<file path="config.mk">
export PLATFORM = sky130hd
export DESIGN_NAME = i2c_hs_target
export DESIGN_NICKNAME = d
export VERILOG_FILES = /design/src/rtl/i2c_hs_pkg.sv /design/src/rtl/i2c_sync.sv /design/src/rtl/i2c_cond_det.sv /design/src/rtl/i2c_tgt_fsm.sv /design/src/rtl/i2c_hs_target.sv
export SDC_FILE = /design/constraint.sdc
export NUM_CORES = 1
export LEC_CHECK = 0
export BUFFER_PORTS_ARGS = -buffer_cell sky130_fd_sc_hd__buf_2
export CORE_ASPECT_RATIO = 0.7
export CORE_MARGIN = 4
export CORE_UTILIZATION = 56
export CTS_CLUSTER_SIZE = 30
export DETAILED_ROUTE_END_ITERATION = 8
export PLACE_DENSITY = 0.77
export RECOVER_POWER = 25
export SLEW_MARGIN = 30
export SYNTH_ARGS = -nofsm -noshare
export SYNTH_HDL_FRONTEND = slang
export SYNTH_SLANG_ARGS = --single-unit
</file>
<file path="constraint.sdc">
create_clock -name clk_i -period 2.45 [get_ports clk_i]
set_input_delay 0.245 -clock clk_i [delete_from_list [all_inputs] [get_ports clk_i]]
set_output_delay 0.245 -clock clk_i [all_outputs]
set_load 0.01 [all_outputs]
</file>
<file path="src/rtl/i2c_hs_pkg.sv">
package i2c_hs_pkg;
  localparam int BYTE_W = 8;
  localparam int CNT_W  = $clog2(BYTE_W + 1);

  localparam logic [4:0] HS_CODE_PFX  = 5'b00001;
  localparam logic [4:0] TEN_BIT_PFX  = 5'b11110;
  localparam logic [6:0] GEN_CALL_ADR = 7'h00;

  typedef enum logic [2:0] {
    ST_IDLE,
    ST_ADDR,
    ST_ADDR_ACK,
    ST_WR,
    ST_WR_ACK,
    ST_RD,
    ST_RD_ACK,
    ST_SKIP
  } tgt_state_e;
endpackage

</file>
<file path="src/rtl/i2c_sync.sv">
module i2c_sync #(
  parameter int WIDTH  = 2,
  parameter int STAGES = 2
) (
  input  logic             clk_i,
  input  logic             rst_ni,
  input  logic [WIDTH-1:0] d_i,
  output logic [WIDTH-1:0] q_o
);
  for (genvar g = 0; g < WIDTH; g++) begin : g_line
    logic [STAGES-1:0] chain_q;
    // idle bus is high: reset to 1 so no false START after reset
    always_ff @(posedge clk_i or negedge rst_ni) begin
      if (!rst_ni) chain_q <= '1;
      else         chain_q <= {chain_q[STAGES-2:0], d_i[g]};
    end
    assign q_o[g] = chain_q[STAGES-1];
  end
endmodule

</file>
<file path="src/rtl/i2c_cond_det.sv">
module i2c_cond_det (
  input  logic clk_i,
  input  logic rst_ni,
  input  logic scl_s_i,
  input  logic sda_s_i,
  output logic scl_rise_o,
  output logic scl_fall_o,
  output logic start_o,
  output logic stop_o
);
  logic scl_q, sda_q;

  always_ff @(posedge clk_i or negedge rst_ni) begin
    if (!rst_ni) begin
      scl_q <= 1'b1;
      sda_q <= 1'b1;
    end else begin
      scl_q <= scl_s_i;
      sda_q <= sda_s_i;
    end
  end

  assign scl_rise_o = scl_s_i & ~scl_q;
  assign scl_fall_o = ~scl_s_i & scl_q;
  // SDA edges only count as conditions while SCL stays high
  assign start_o    = scl_s_i & scl_q & sda_q & ~sda_s_i;
  assign stop_o     = scl_s_i & scl_q & ~sda_q & sda_s_i;
endmodule

</file>
<file path="src/rtl/i2c_tgt_fsm.sv">
module i2c_tgt_fsm
  import i2c_hs_pkg::*;
#(
  parameter logic [6:0] DEV_ADDR = 7'h4C
) (
  input  logic              clk_i,
  input  logic              rst_ni,
  input  logic              scl_rise_i,
  input  logic              scl_fall_i,
  input  logic              start_i,
  input  logic              stop_i,
  input  logic              sda_s_i,
  input  logic [BYTE_W-1:0] tx_data_i,
  output logic              sda_oe_o,
  output logic [BYTE_W-1:0] rx_data_o,
  output logic              rx_valid_o,
  output logic              tx_load_o,
  output logic              hs_mode_o
);
  tgt_state_e        state_q;
  logic [CNT_W-1:0]  cnt_q;
  logic [BYTE_W-1:0] shift_q;
  logic              rw_q, mack_q, oe_q, hs_q, rx_valid_q, tx_load_q;
  logic [BYTE_W-1:0] rx_data_q;

  logic byte_full, is_hs_code, is_reserved, addr_hit;

  assign byte_full   = (cnt_q == CNT_W'(BYTE_W));
  assign is_hs_code  = (shift_q[7:3] == HS_CODE_PFX);
  assign is_reserved = (shift_q[7:1] == GEN_CALL_ADR) || (shift_q[7:3] == TEN_BIT_PFX);
  assign addr_hit    = (shift_q[7:1] == DEV_ADDR) && !is_reserved;

  always_ff @(posedge clk_i or negedge rst_ni) begin
    if (!rst_ni) begin
      state_q    <= ST_IDLE;
      cnt_q      <= '0;
      shift_q    <= '0;
      rw_q       <= 1'b0;
      mack_q     <= 1'b0;
      oe_q       <= 1'b0;
      hs_q       <= 1'b0;
      rx_data_q  <= '0;
      rx_valid_q <= 1'b0;
      tx_load_q  <= 1'b0;
    end else begin
      rx_valid_q <= 1'b0;
      tx_load_q  <= 1'b0;
      if (stop_i) begin
        state_q <= ST_IDLE;
        hs_q    <= 1'b0;
        oe_q    <= 1'b0;
        cnt_q   <= '0;
      end else if (start_i) begin
        // START and repeated START both restart address reception
        state_q <= ST_ADDR;
        oe_q    <= 1'b0;
        cnt_q   <= '0;
      end else begin
        unique case (state_q)
          ST_ADDR: begin
            if (scl_rise_i && !byte_full) begin
              shift_q <= {shift_q[BYTE_W-2:0], sda_s_i};
              cnt_q   <= cnt_q + CNT_W'(1);
            end else if (scl_fall_i && byte_full) begin
              cnt_q <= '0;
              if (is_hs_code) begin
                hs_q    <= 1'b1;
                state_q <= ST_SKIP;
              end else if (addr_hit) begin
                rw_q    <= shift_q[0];
                oe_q    <= 1'b1;
                state_q <= ST_ADDR_ACK;
              end else begin
                state_q <= ST_SKIP;
              end
            end
          end
          ST_ADDR_ACK: begin
            if (scl_fall_i) begin
              if (rw_q) begin
                shift_q   <= tx_data_i;
                tx_load_q <= 1'b1;
                oe_q      <= ~tx_data_i[BYTE_W-1];
                state_q   <= ST_RD;
              end else begin
                oe_q    <= 1'b0;
                state_q <= ST_WR;
              end
            end
          end
          ST_WR: begin
            if (scl_rise_i && !byte_full) begin
              shift_q <= {shift_q[BYTE_W-2:0], sda_s_i};
              cnt_q   <= cnt_q + CNT_W'(1);
            end else if (scl_fall_i && byte_full) begin
              cnt_q      <= '0;
              rx_data_q  <= shift_q;
              rx_valid_q <= 1'b1;
              oe_q       <= 1'b1;
              state_q    <= ST_WR_ACK;
            end
          end
          ST_WR_ACK: begin
            if (scl_fall_i) begin
              oe_q    <= 1'b0;
              state_q <= ST_WR;
            end
          end
          ST_RD: begin
            if (scl_rise_i && !byte_full) begin
              cnt_q <= cnt_q + CNT_W'(1);
            end else if (scl_fall_i) begin
              if (byte_full) begin
                oe_q    <= 1'b0;
                cnt_q   <= '0;
                state_q <= ST_RD_ACK;
              end else if (cnt_q != '0) begin
                shift_q <= {shift_q[BYTE_W-2:0], 1'b0};
                oe_q    <= ~shift_q[BYTE_W-2];
              end
            end
          end
          ST_RD_ACK: begin
            if (scl_rise_i) begin
              mack_q <= ~sda_s_i;
            end else if (scl_fall_i) begin
              if (mack_q) begin
                shift_q   <= tx_data_i;
                tx_load_q <= 1'b1;
                oe_q      <= ~tx_data_i[BYTE_W-1];
                state_q   <= ST_RD;
              end else begin
                state_q <= ST_SKIP;
              end
            end
          end
          default: ;
        endcase
      end
    end
  end

  assign sda_oe_o   = oe_q;
  assign rx_data_o  = rx_data_q;
  assign rx_valid_o = rx_valid_q;
  assign tx_load_o  = tx_load_q;
  assign hs_mode_o  = hs_q;
endmodule

</file>
<file path="src/rtl/i2c_hs_target.sv">
module i2c_hs_target
  import i2c_hs_pkg::*;
#(
  parameter logic [6:0] DEV_ADDR    = 7'h4C,
  parameter int         SYNC_STAGES = 2
) (
  input  logic              clk_i,
  input  logic              rst_ni,
  input  logic              scl_i,
  input  logic              sda_i,
  input  logic [BYTE_W-1:0] tx_data_i,
  output logic              sda_oe_o,
  output logic [BYTE_W-1:0] rx_data_o,
  output logic              rx_valid_o,
  output logic              tx_load_o,
  output logic              hs_mode_o
);
  logic [1:0] line_s;
  logic       scl_s, sda_s;
  logic       scl_rise, scl_fall, start_s, stop_s;

  i2c_sync #(.WIDTH(2), .STAGES(SYNC_STAGES)) u_sync (
    .clk_i (clk_i),
    .rst_ni(rst_ni),
    .d_i   ({scl_i, sda_i}),
    .q_o   (line_s)
  );
  assign scl_s = line_s[1];
  assign sda_s = line_s[0];

  i2c_cond_det u_cond (
    .clk_i     (clk_i),
    .rst_ni    (rst_ni),
    .scl_s_i   (scl_s),
    .sda_s_i   (sda_s),
    .scl_rise_o(scl_rise),
    .scl_fall_o(scl_fall),
    .start_o   (start_s),
    .stop_o    (stop_s)
  );

  i2c_tgt_fsm #(.DEV_ADDR(DEV_ADDR)) u_fsm (
    .clk_i     (clk_i),
    .rst_ni    (rst_ni),
    .scl_rise_i(scl_rise),
    .scl_fall_i(scl_fall),
    .start_i   (start_s),
    .stop_i    (stop_s),
    .sda_s_i   (sda_s),
    .tx_data_i (tx_data_i),
    .sda_oe_o  (sda_oe_o),
    .rx_data_o (rx_data_o),
    .rx_valid_o(rx_valid_o),
    .tx_load_o (tx_load_o),
    .hs_mode_o (hs_mode_o)
  );
endmodule

</file>
After elaboration in Yosys (flattened, before gate mapping)
Index checks and enable logic that the tools add are counted.
- register bits after elaboration: 35
- input bits: 12
- output and inout port bits: 12
- logic and storage cells: 170
- add/sub/neg operators: 1
- equality and inequality tests: 40
- multiplexer cells: 75
- bitwise operators: 17
- reductions and logical operators: 23
- operators by type and width (kind ; number):
    $mux W8 ; 10
    $mux W3 ; 16
    $mux W1 ; 36
    $ne A4 B3 Y1 const B ; 9
    $pmux W8 S4 ; 1
    $mux W4 ; 7
    $ne A4 B4 Y1 const B ; 5
    $pmux W3 S6 ; 1
    $ne A2 B1 Y1 const B ; 8
    $ne A5 B3 Y1 const B ; 3
    $reduce_and A15 Y1 ; 1
    $reduce_and A13 Y1 ; 1
    $reduce_and A12 Y1 ; 1
    $reduce_bool A4 Y1 ; 3
    $not A1 Y1 ; 10
    $reduce_and A5 Y1 ; 2
    $eq A3 B3 Y1 const B ; 3
    $ne A2 B2 Y1 const B ; 4
    $pmux W4 S2 ; 1
    $reduce_and A4 Y1 ; 2
    $reduce_bool A8 Y1 ; 1
    $and A1 B1 Y1 ; 7
    $eq A7 B7 Y1 const B ; 1
    $logic_not A7 Y1 ; 1
    16 further kinds ; 22

Logic depth before layout (Yosys ltp)
Gate-level depths: netlist of run 1.
- depth in word-level cells: 11
- depth in mapped cells: 9
- mapped depth without buffers: 7

Hierarchy
Synthesis of run 1 repeated with hierarchy kept, for this count alone.
- cell total of the unflattened synthesis: 171
- area total of the unflattened synthesis: 1893.1 um^2
- modules (own cells, without submodules) (module ; times used ; cells an instance ; area an instance (um^2) ; seq. area each (um^2)):
    i2c_tgt_fsm ; 1 ; 159 ; 1687.9 ; 725.7
    i2c_sync ; 1 ; 6 ; 120.1 ; 105.1
    i2c_cond_det ; 1 ; 6 ; 85.1 ; 52.6

Worst setup path before layout of run 1
Ideal clock, no wire load.
- path type: reg-to-reg
- start: register u_sync.g_line[0].chain_q[1]
- end: register u_fsm.rx_data_q[0], in the netlist u_fsm.rx_data_o[0]
- setup time: 0.125 ns
- arrival time: 1.632 ns
- data required time: 2.325 ns
- slack: 0.693 ns
- cell stages (with the launch flop): 7
- buffers on the path: 1
- cell sequence: dfstp_2 -> xor2_2 -> o21ai_1 -> nor2_2 -> and4_4 -> buf_6 -> mux2_4
- word-level cells in the longest chain between the ends: 4
- elaborated cells between the ends (all ways): 6
- those cells by class: bitwise: 5; reduce/logical: 1
- RTL lines (what ; RTL line ; text):
    from (decl) ; i2c_sync.sv:11 ; logic [STAGES-1:0] chain_q;
    from (signal assigned) ; i2c_sync.sv:15 ; else chain_q <= {chain_q[STAGES-2:0], d_i[g]};
    $not A1 Y1 ; i2c_cond_det.sv:26 ; assign start_o = scl_s_i & scl_q & sda_q & ~sda_s_i;
    $and A1 B1 Y1 ; i2c_cond_det.sv:26 ;
    $not A1 Y1 (no line) ; n/a ;
    $reduce_and A5 Y1 (no line) * ; n/a ;
    to (signal assigned) ; i2c_tgt_fsm.sv:97 ; rx_data_q <= shift_q;
    to (decl) ; i2c_tgt_fsm.sv:24 ; logic [BYTE_W-1:0] rx_data_q;
Mark *: on every way between the ends. The rest lies on a longest branch, timed or not.
A chain may end at the register's enable or synchronous reset.

Worst setup path in the final report of run 1
- start: register u_fsm.cnt_q[0]
- end: register u_fsm.state_q[1]
- word-level cells in the longest chain between the ends: 5
- elaborated cells between the ends (all ways): 11
- those cells by class: eq/ne: 7; reduce/logical: 4
- RTL lines (what ; RTL line ; text):
    from (decl) ; i2c_tgt_fsm.sv:21 ; logic [CNT_W-1:0] cnt_q;
    from (signal assigned) ; i2c_tgt_fsm.sv:63 ; cnt_q <= cnt_q + CNT_W'(1);
    from (signal assigned) ; i2c_tgt_fsm.sv:94 ; cnt_q <= cnt_q + CNT_W'(1);
    from (signal assigned) ; i2c_tgt_fsm.sv:111 ; cnt_q <= cnt_q + CNT_W'(1);
    $eq A4 B4 Y1 * ; i2c_tgt_fsm.sv:28 ; assign byte_full = (cnt_q == CNT_W'(BYTE_W));
    $logic_not A1 Y1 ; i2c_tgt_fsm.sv:61, i2c_tgt_fsm.sv:92, i2c_tgt_fsm.sv:110 ;
    $logic_and A1 B1 Y1 ; i2c_tgt_fsm.sv:61, i2c_tgt_fsm.sv:92, i2c_tgt_fsm.sv:110 ;
    $ne A4 B4 Y1 (no line) ; n/a ;
    $reduce_and A12 Y1 (no line) * ; n/a ;
    to (signal assigned) ; i2c_tgt_fsm.sv:68 ; state_q <= ST_SKIP;
    to (signal assigned) ; i2c_tgt_fsm.sv:100 ; state_q <= ST_WR_ACK;
    to (signal assigned) ; i2c_tgt_fsm.sv:116 ; state_q <= ST_RD_ACK;
    to (decl) ; i2c_tgt_fsm.sv:20 ; tgt_state_e state_q;
Marks and branches as above.

==> results of run 1 <==
[cells in the mapped netlist (all sizes together) (2+ instances only)]
library cell / instances / area (um2)
a211oi: 3 / 22.5
a21o: 2 / 15.0
a21oi: 5 / 25.0
a31oi: 2 / 12.5
buf: 5 / 36.3
clkbuf: 4 / 16.3
dfrtp: 29 / 726
dfstp: 6 / 158
ha: 2 / 25.0
inv: 4 / 15.0
mux2: 10 / 143
mux2i: 9 / 90.1
nand2: 20 / 75.1
nand2b: 3 / 18.8
nand3: 3 / 15.0
nand4b: 2 / 17.5
nor2: 6 / 25.0
nor2b: 4 / 25.0
nor4: 2 / 12.5
o211ai: 5 / 42.5
o21ai: 17 / 85.1
or3: 2 / 12.5
xor2: 2 / 25.0
[per-stage QoR]
stage               hold slack (ns)  setup slack (ns)  cells  util [%]
detailed placement            0.349             0.481    217      65.4
finish                       0.0565             0.420    225      69.3
global route                 0.0381             0.276    225      69.3
CTS                          0.0480             0.442    225      69.4
floorplan                   -0.0506             0.693    166         -
global placement              0.341             0.481    217      65.4
[metal layers]
| metal | track usage (%) | up-vias | part of all wire, % |
|---|---|---|---|
| met5 | 0 | - | 0 |
| met4 | 6.85 | 0 | 1.8 |
| met3 | 5.84 | 14 | 11 |
| met2 | 22.9 | 80 | 41 |
| met1 | 26.9 | 653 | 46 |
| li1 | - | 643 | - |
[state kept, by name, indices dropped and copies added (netlist names)]
signal                 cells
u_sync.g_line.chain_q      4
u_cond.scl_q               1
u_fsm.sda_oe_o             1
u_fsm.rx_data_o            8
u_fsm.state_q              3
u_fsm.mack_q               1
u_fsm.rx_valid_o           1
u_fsm.shift_q              8
u_cond.sda_q               1
u_fsm.hs_mode_o            1
u_fsm.cnt_q                4
u_fsm.tx_load_o            1
u_fsm.rw_q                 1
[layout make-up]
type | count | area (um2) | share of cell area, %
sequential | 35 | 883 | 43.3
multi-input combinational | 118 | 858 | 42.1
timing repair buffer | 24 | 121 | 5.95
clock buffer | 6 | 82.6 | 4.05
tap | 36 | 45.0 | 2.21
clock inverter | 2 | 35.0 | 1.72
inverter | 4 | 15.0 | 0.736
[worst reg2reg max path, cell delays in order (launching register included)]
cell and delay, ns:
sky130_fd_sc_hd__dfrtp_1 0.42, sky130_fd_sc_hd__inv_1 0.07, sky130_fd_sc_hd__ha_1 0.17, sky130_fd_sc_hd__and3b_1 0.35, sky130_fd_sc_hd__o211ai_1 0.12, sky130_fd_sc_hd__a21oi_1 0.39, sky130_fd_sc_hd__mux2_2 0.39
[where the power goes]
group / switching [uW] / leakage [uW] / internal (uW)
combinational: 372 / 0.000466 / 305
clock: 193 / 0.0000612 / 329
sequential: 203 / 0.000441 / 707
[worst paths after layout]
| kind | from | to | cells past startpoint | slack, ns |
|---|---|---|---|---|
| worst max-delay path | u_fsm.cnt_q[0]$_DFFE_PN0P_ | u_fsm.state_q[1]$_DFFE_PN0P_ | 6 | 0.42 |
| worst min-delay path | sda_i | u_sync.g_line[0].chain_q[0]$_DFF_PN1_ | 1 | 0.06 |
| worst max register to register | u_fsm.cnt_q[0]$_DFFE_PN0P_ | u_fsm.state_q[1]$_DFFE_PN0P_ | 6 | 0.42 |
| worst min register to register | u_sync.g_line[1].chain_q[0]$_DFF_PN1_ | u_sync.g_line[1].chain_q[1]$_DFF_PN1_ | 0 | 0.36 |
| max in group asynchronous | rst_ni | u_fsm.rx_data_o[0]$_DFFE_PN0P_ | 1 | 1.03 |
| min in group asynchronous | rst_ni | u_fsm.rx_data_o[6]$_DFFE_PN0P_ | 1 | 0.41 |
[cell families (layout without fill, tap and decap cells)]
logic type | Yosys count | in the layout | share of synthesized area, %
AO/OA/AOI/OAI | 42 | 42 | 14.9
XOR/XNOR | 2 | 2 | 1.38
adder cells (fa/ha/maj) | 2 | 2 | 1.38
buffers and inverters | 13 | 36 | 3.73
flip-flops | 35 | 35 | 48.8
multiplexers | 19 | 19 | 12.9
AND/OR/NAND/NOR | 53 | 53 | 16.9
==> implementation parameters, run 1 <==
Parameter                              Value

Finish
  Antenna Diode Count    0
  Final layout net count    202
  Commonest cells after routing, fill and taps aside    sky130_fd_sc_hd__dfrtp_1 (29), sky130_fd_sc_hd__buf_2 (22), sky130_fd_sc_hd__nand2_1 (20)
  Cell area after layout    between 0.002 and 0.0025 mm2
  Relative area change from synthesis to final layout    12.8%
  Fillcell total    approximately 210
  Fraction of final layout cells sized beyond drive strength 1    a little under a third
  Most frequent standard cell in the layout excluding fill and tap cells    sky130_fd_sc_hd__dfrtp_1

Worst setup path
  Max stage delay cell, worst path    sky130_fd_sc_hd__dfrtp_1
  Required time of the critical path    2.61 ns
  Critical Path End Type    register
  Cell chain of the critical path    inv_1, ha_1, and3b_1, o211ai_1, a21oi_1, mux2_2
  Slowest Stage Delay on Critical Path    0.42 ns
  Top fanout value on the critical path    8
  Arrival time of data at the critical path endpoint    2.19 ns
  Largest delay share family, worst path    compound AO/OA/AOI/OAI gates
  Type of origin of the critical path    register
  Count of buffering cells on the critical path with inverters included    1
  Worst Path Class, Setup    reg2reg

Synth
  Post-synthesis cell count    166
  Synthesis Warnings    0
  Distinct cell type count of the synthesized netlist    50
  Fraction of the yosys area taken by sequential cells    48.8%
  Syn Nets    between 150 and 200
  Mean instance size in the synthesized netlist    10.9 um2
  #FFs+latches synth    35
  Top FF cell, synth    sky130_fd_sc_hd__dfrtp_1
  Post-Synthesis Cell Area    0.00181 mm2
  Share of async-settable or async-resettable flops after synthesis    100%
  Number of enable flip-flop cells after synthesis    0

Placement
  Total placed instance area    0.00192 mm2
  Post-DP HPWL    2620 um
  Number of buffers inserted by port buffering    23
  Final weighted congestion in routability-driven placement    1.01

Run status
  Violated checks    capacitance limit, slew limit
  Result of the run    finished, violations left

STA
  RSZ-0062 raised after global routing    false
  Number of slew-limit violations in the final report    36
  Post-route setup TNS    0 ns
  Setup-failing EPs final    0
  Portion of the clock cycle consumed by the worst path in the final layout    82.8%
  Worst clock skew on the final layout    between 0.006 and 0.007 ns
  Minimum clock period    slightly above 2 ns
  Final Hold Vio Count    0
  Normalized max-slew margin    -15.7%
  Slew at the pin closest to its max-slew limit    1.73 ns
  Peak clock frequency supported by timing    493 MHz

CTS
  CTS tree    yes
  Clock latency on the worst-skew pair    between 0.2 and 0.3 ns
  Cell at the root of the clock tree    sky130_fd_sc_hd__clkbuf_8
  Number of resized instances in the post-cts repair step    0
  Clock slew at the register clock pins of the worst setup and hold paths    0.06 ns
  Number of buffers inserted during clock tree synthesis    5
  Hold-fix buffers, CTS    0
  Clock Tree Buf Depth    2
  CTS sink cnt    35
  Number of post-CTS setup repair buffers    0
  Maximum level of the CTS H-tree    2

Die
  Die Ht    between 50 and 60 um
  Num ports    24
  Floorplan Core Area    0.00294 mm2
  Die Wd    75.9 um
  Site row count    16
  Full die area    0.00422 mm2
  Effective utilization at floorplan    61.5%

Detailed routing
  Number of nets with antenna violations after routing    0
  1st-iter DRT viols    206
  Mean number of vias per cell    between 6 and 7
  WL per Instance    16.5 um
  Total wire length after detailed routing    3720 um
  Vias after detailed routing    1390
  Count of TritonRoute iterations in the first routing pass    4
  DRC violations left    0

Global routing
  Via count of the first global-routing pass    1230
  Number of antenna violations at the first check in global routing    0
  First-pass GRT wire length    5970 um
  Largest net degree at the start of global routing    36
  Total global routing overflow    0
  Gr usage total    17.7%

Power
  Leakage dissipation    0.000968 uW
  Power Dens Cells    between 1000 and 1500 mW/mm2
  Pwr Total    2110 uW
  Maximum vdd drop    0.599 mV

Job
  Max-cap violation count    1

Min path
  Worst hold path type    in2reg
No activity file was read; power rests on OpenSTA's default activity.
==> run 2, diff against run 1 <==
Settings changed: ABC_AREA set to 1, CORE_UTILIZATION 56 to 51, PLACE_DENSITY 0.77 to 0.74.
Clock period 2.45 ns to 1.7 ns, I/O delays scaled along.
==> implementation parameters, run 2 <==
Parameter                              Value

Worst setup path
  Origin of the worst setup path    u_fsm.cnt_q[0]$_DFFE_PN0P_
  Worst Path Class, Setup    reg2reg
  Capture point of the worst reg-to-reg path    u_fsm.cnt_q[0]$_DFFE_PN0P_
  Reg2reg start    u_fsm.cnt_q[0]$_DFFE_PN0P_
  Type of origin of the critical path    register
  Worst setup path endpoint    u_fsm.cnt_q[0]$_DFFE_PN0P_
  Top fanout value on the critical path    5 (-3)
  R2r setup slk    0.10 ns (-0.32 ns)
  Slowest Stage Delay on Critical Path    0.43 ns (about the same)
  Most numerous cell on the critical path    sky130_fd_sc_hd__nand2_1
  Cell chain of the critical path    inv_2, ha_4, nand2_1, nor2_2, nand2_1, nand2_1, nand2_1, nand2_1, nand3_2, nand3_1, nand2_1
  Critical Path End Type    register
  Max stage delay cell, worst path    sky130_fd_sc_hd__dfrtp_1
  Arrival time of data at the critical path endpoint    1.77 ns (-0.42 ns)
  Length in cells of the worst reg-to-reg path    11 (+5)
  Required time of the critical path    1.87 ns (-0.74 ns)

Finish
  Most frequent standard cell in the layout excluding fill and tap cells    sky130_fd_sc_hd__nand2_1
  Fin cells    326 (+45%)
  Relative area change from synthesis to final layout    18.7%
  Antenna Diode Count    0 (unchanged)
  Commonest cells after routing, fill and taps aside    sky130_fd_sc_hd__nand2_1 (79), sky130_fd_sc_hd__dfrtp_1 (29), sky130_fd_sc_hd__inv_1 (23)
  Final layout net count    292 (+45%)
  Fraction of final layout cells sized beyond drive strength 1    21.1% (-9.5 points)
  Cell area after layout    0.00219 mm2 (+7.1%)

Die
  Num ports    24 (unchanged)
  Site row count    17 (+1)
  Effective utilization at floorplan    55.9% (-5.6 points)
  Full die area    0.00465 mm2 (+10%)
  Floorplan Core Area    0.00330 mm2 (+12%)
  Die Ht    58.3 um (+4.9%)
  Die Wd    79.8 um (+5.1%)

Global routing
  Total global routing overflow    0 (unchanged)
  Via count of the first global-routing pass    1469 (+19%)
  Gr usage total    19.0% (+1.3 points)
  Number of antenna violations at the first check in global routing    0 (unchanged)
  Largest net degree at the start of global routing    36 (unchanged)
  First-pass GRT wire length    6760 um (+13%)

Synth
  #FFs+latches synth    35 (unchanged)
  Most common library cells after synthesis    sky130_fd_sc_hd__nand2_1 (81), sky130_fd_sc_hd__dfrtp_1 (29), sky130_fd_sc_hd__inv_1 (26)
  Cell types occupying the most area after synthesis    sky130_fd_sc_hd__dfrtp_1 (39%), sky130_fd_sc_hd__nand2_1 (17%), sky130_fd_sc_hd__dfstp_2 (8.6%)
  Post-synthesis cell count    242 (+46%)
  Number of enable flip-flop cells after synthesis    0 (unchanged)
  Fraction of the yosys area taken by sequential cells    48.0% (-0.86 points)
  Mean instance size in the synthesized netlist    7.61 um2 (-30%)
  Syn Nets    256 (+42%)
  Top FF cell, synth    sky130_fd_sc_hd__dfrtp_1
  Distinct cell type count of the synthesized netlist    26 (-48%)
  Share of async-settable or async-resettable flops after synthesis    100% (unchanged)
  Synthesis Warnings    0 (unchanged)
  Post-synth top area share    39.4% (-0.71 points)
  Post-Synthesis Cell Area    0.00184 mm2 (+1.8%)
  Synth area leader    sky130_fd_sc_hd__dfrtp_1
  Library cell with the highest instance count after synthesis    sky130_fd_sc_hd__nand2_1

Detailed routing
  1st-iter DRT viols    112 (-46%)
  DRC violations left    0 (unchanged)
  WL per Instance    12.5 um (-25%)
  Mean number of vias per cell    5.13 (-17%)
  Total wire length after detailed routing    4070 um (+9.4%)
  Count of TritonRoute iterations in the first routing pass    4 (unchanged)
  Number of nets with antenna violations after routing    0 (unchanged)
  Vias after detailed routing    1674 (+20%)

Power
  Power Dens Cells    1550 mW/mm2 (+50%)
  Fraction of power consumed by the clock network    16.8% (-7.9 points)
  Switching power    1540 uW (+100%)
  Net Sw Frac    45.3% (+8.9 points)
  Design internal power    1860 uW (+39%)
  Combinational share of power    47.6% (+16 points)
  Leakage dissipation    0.00110 uW (+14%)
  Part of the total power dissipated in sequential elements    35.6% (-7.5 points)
  Maximum vdd drop    0.867 mV (+45%)

STA
  Worst clock skew on the final layout    0.00443 ns (-0.00251 ns)
  Setup-failing EPs final    0 (unchanged)
  Normalized max-slew margin    44.1% (+60 points)
  Minimum clock period    1.60 ns (-0.430 ns)
  Post-route setup TNS    0 ns (unchanged)
  Slew at the pin closest to its max-slew limit    0.838 ns (-0.897 ns)
  Final Hold Vio Count    0 (unchanged)
  Portion of the clock cycle consumed by the worst path in the final layout    94.1% (+11 points)
  Hold_ws    0.208 ns (+0.152 ns)
  Number of slew-limit violations in the final report    0 (-100%)
  Peak clock frequency supported by timing    625 MHz (+27%)

Min path
  Worst hold path type    in2reg

CTS
  Clock latency on the worst-skew pair    0.29 ns (about the same)
  CTS sink cnt    35 (unchanged)
  Clock slew at the register clock pins of the worst setup and hold paths    0.06 ns (about the same)
  Maximum level of the CTS H-tree    2 (unchanged)
  Cell at the root of the clock tree    sky130_fd_sc_hd__clkbuf_8
  Number of buffers inserted during clock tree synthesis    5 (unchanged)
  CTS tree    yes
  Clock Tree Buf Depth    2 (unchanged)

Placement
  Cells after DPL    313 (+44%)
  Total placed instance area    0.00203 mm2 (+5.4%)
  Post-DP HPWL    2900 um (+11%)
  Final weighted congestion in routability-driven placement    0.890 (-12%)
  Number of buffers inserted by port buffering    23 (unchanged)

Run status
  Result of the run    completed

Job
  Max-cap violation count    0 (-1)
-- run 2: cell types whose count changed after synthesis, moves of 4 or more --
| cell | before | now |
|---|---|---|
| sky130_fd_sc_hd__inv_1 | 4 | 26 |
| sky130_fd_sc_hd__o21ai_1 | 10 | 14 |
| sky130_fd_sc_hd__o21ai_2 | 0 | 7 |
| sky130_fd_sc_hd__mux2_4 | 8 | 0 |
| sky130_fd_sc_hd__nor2_1 | 5 | 19 |
| sky130_fd_sc_hd__nand2_1 | 20 | 81 |
| sky130_fd_sc_hd__o21ai_0 | 7 | 14 |
| sky130_fd_sc_hd__nor2b_1 | 4 | 0 |
| sky130_fd_sc_hd__inv_2 | 0 | 4 |
| sky130_fd_sc_hd__nand3_1 | 3 | 20 |
| sky130_fd_sc_hd__mux2i_1 | 9 | 0 |
-- run 2: metrics by stage --
stage	utilization (%)	power [uW]	setup slack [ns]
floorplan	-	2330	0.0952
detailed placement	61.5	2680	0.0103
finish	66.3	3400	0.100
global route	66.3	3710	-0.0455
global placement	61.5	2660	0.0757
CTS	65.5	3330	0.00663
-- run 2: how the worst min path moves through the flow --
stage / startpoint / end / slack [ns] / depth (start not counted)
3_5_place_dp: rst_ni / u_fsm.shift_q[3]$_DFFE_PN0P_ / 0.28 / 1
5_1_grt: tx_data_i[2] / u_fsm.shift_q[2]$_DFFE_PN0P_ / 0.21 / 3
2_1_floorplan: rst_ni / u_fsm.cnt_q[0]$_DFFE_PN0P_ / -0.13 / 0
6_report: tx_data_i[2] / u_fsm.shift_q[2]$_DFFE_PN0P_ / 0.21 / 3
3_3_place_gp: rst_ni / u_fsm.shift_q[3]$_DFFE_PN0P_ / 0.28 / 1
4_1_cts: tx_data_i[2] / u_fsm.shift_q[2]$_DFFE_PN0P_ / 0.20 / 3
-- run 2: final cells by class --
class,instances,area [um2]
Fill cell,287,1110
Multi-Input combinational cell,174,875
Clock buffer,7,76.3
Sequential cell,35,883
Inverter,30,113
Timing Repair Buffer,32,175
Tap cell,47,58.8
Clock inverter,1,5.00
-- run 2: cell families after synthesis --
group,synth area share [%]
simple gates,29.4
xor+xnor,0.951
buf+inv,7.47
compound gates,12.8
fa+ha+maj,1.36
flops,48.0
-- run 2: layer usage --
layer | vias to the layer above | global-route usage [%] | routed length (um)
li1 | 842 | - | -
met2 | 71 | 25.9 | 1580
met4 | 0 | 5.06 | 43
met3 | 5 | 6.68 | 479
met5 | - | 0 | 0
met1 | 756 | 28.6 | 1970
-- run 2: worst max-delay path, delay by kind of cell, from the launching register on --
| kind | cells | cell delay [ns] |
|---|---|---|
| and+or+nand+nor | 9 | 0.83 |
| DFF | 1 | 0.43 |
| buffers and inverters | 1 | 0.09 |
| adders and majority gates | 1 | 0.13 |
-- run 2: power by group through the flow --
stage	sequential (uW)	combinational [uW]	clock (uW)
after detailed placement	1210	1470	0
after global placement	1210	1450	0
after global routing	1230	1850	630
after floorplan	1180	1160	0
final	1210	1620	571
after CTS	1200	1540	591
-- run 2: what timing repair did --
| item | CTS | global route |
|---|---|---|
| gates resized for setup | 2 | 12 |
| hold buffers | 3 | 0 |
| gates cloned | 1 | 0 |
| hold endpoints to repair | 31 | 0 |
| setup endpoints to repair | 7 | 20 |
| pin swaps | 1 | 5 |
| setup buffers | 0 | 1 |
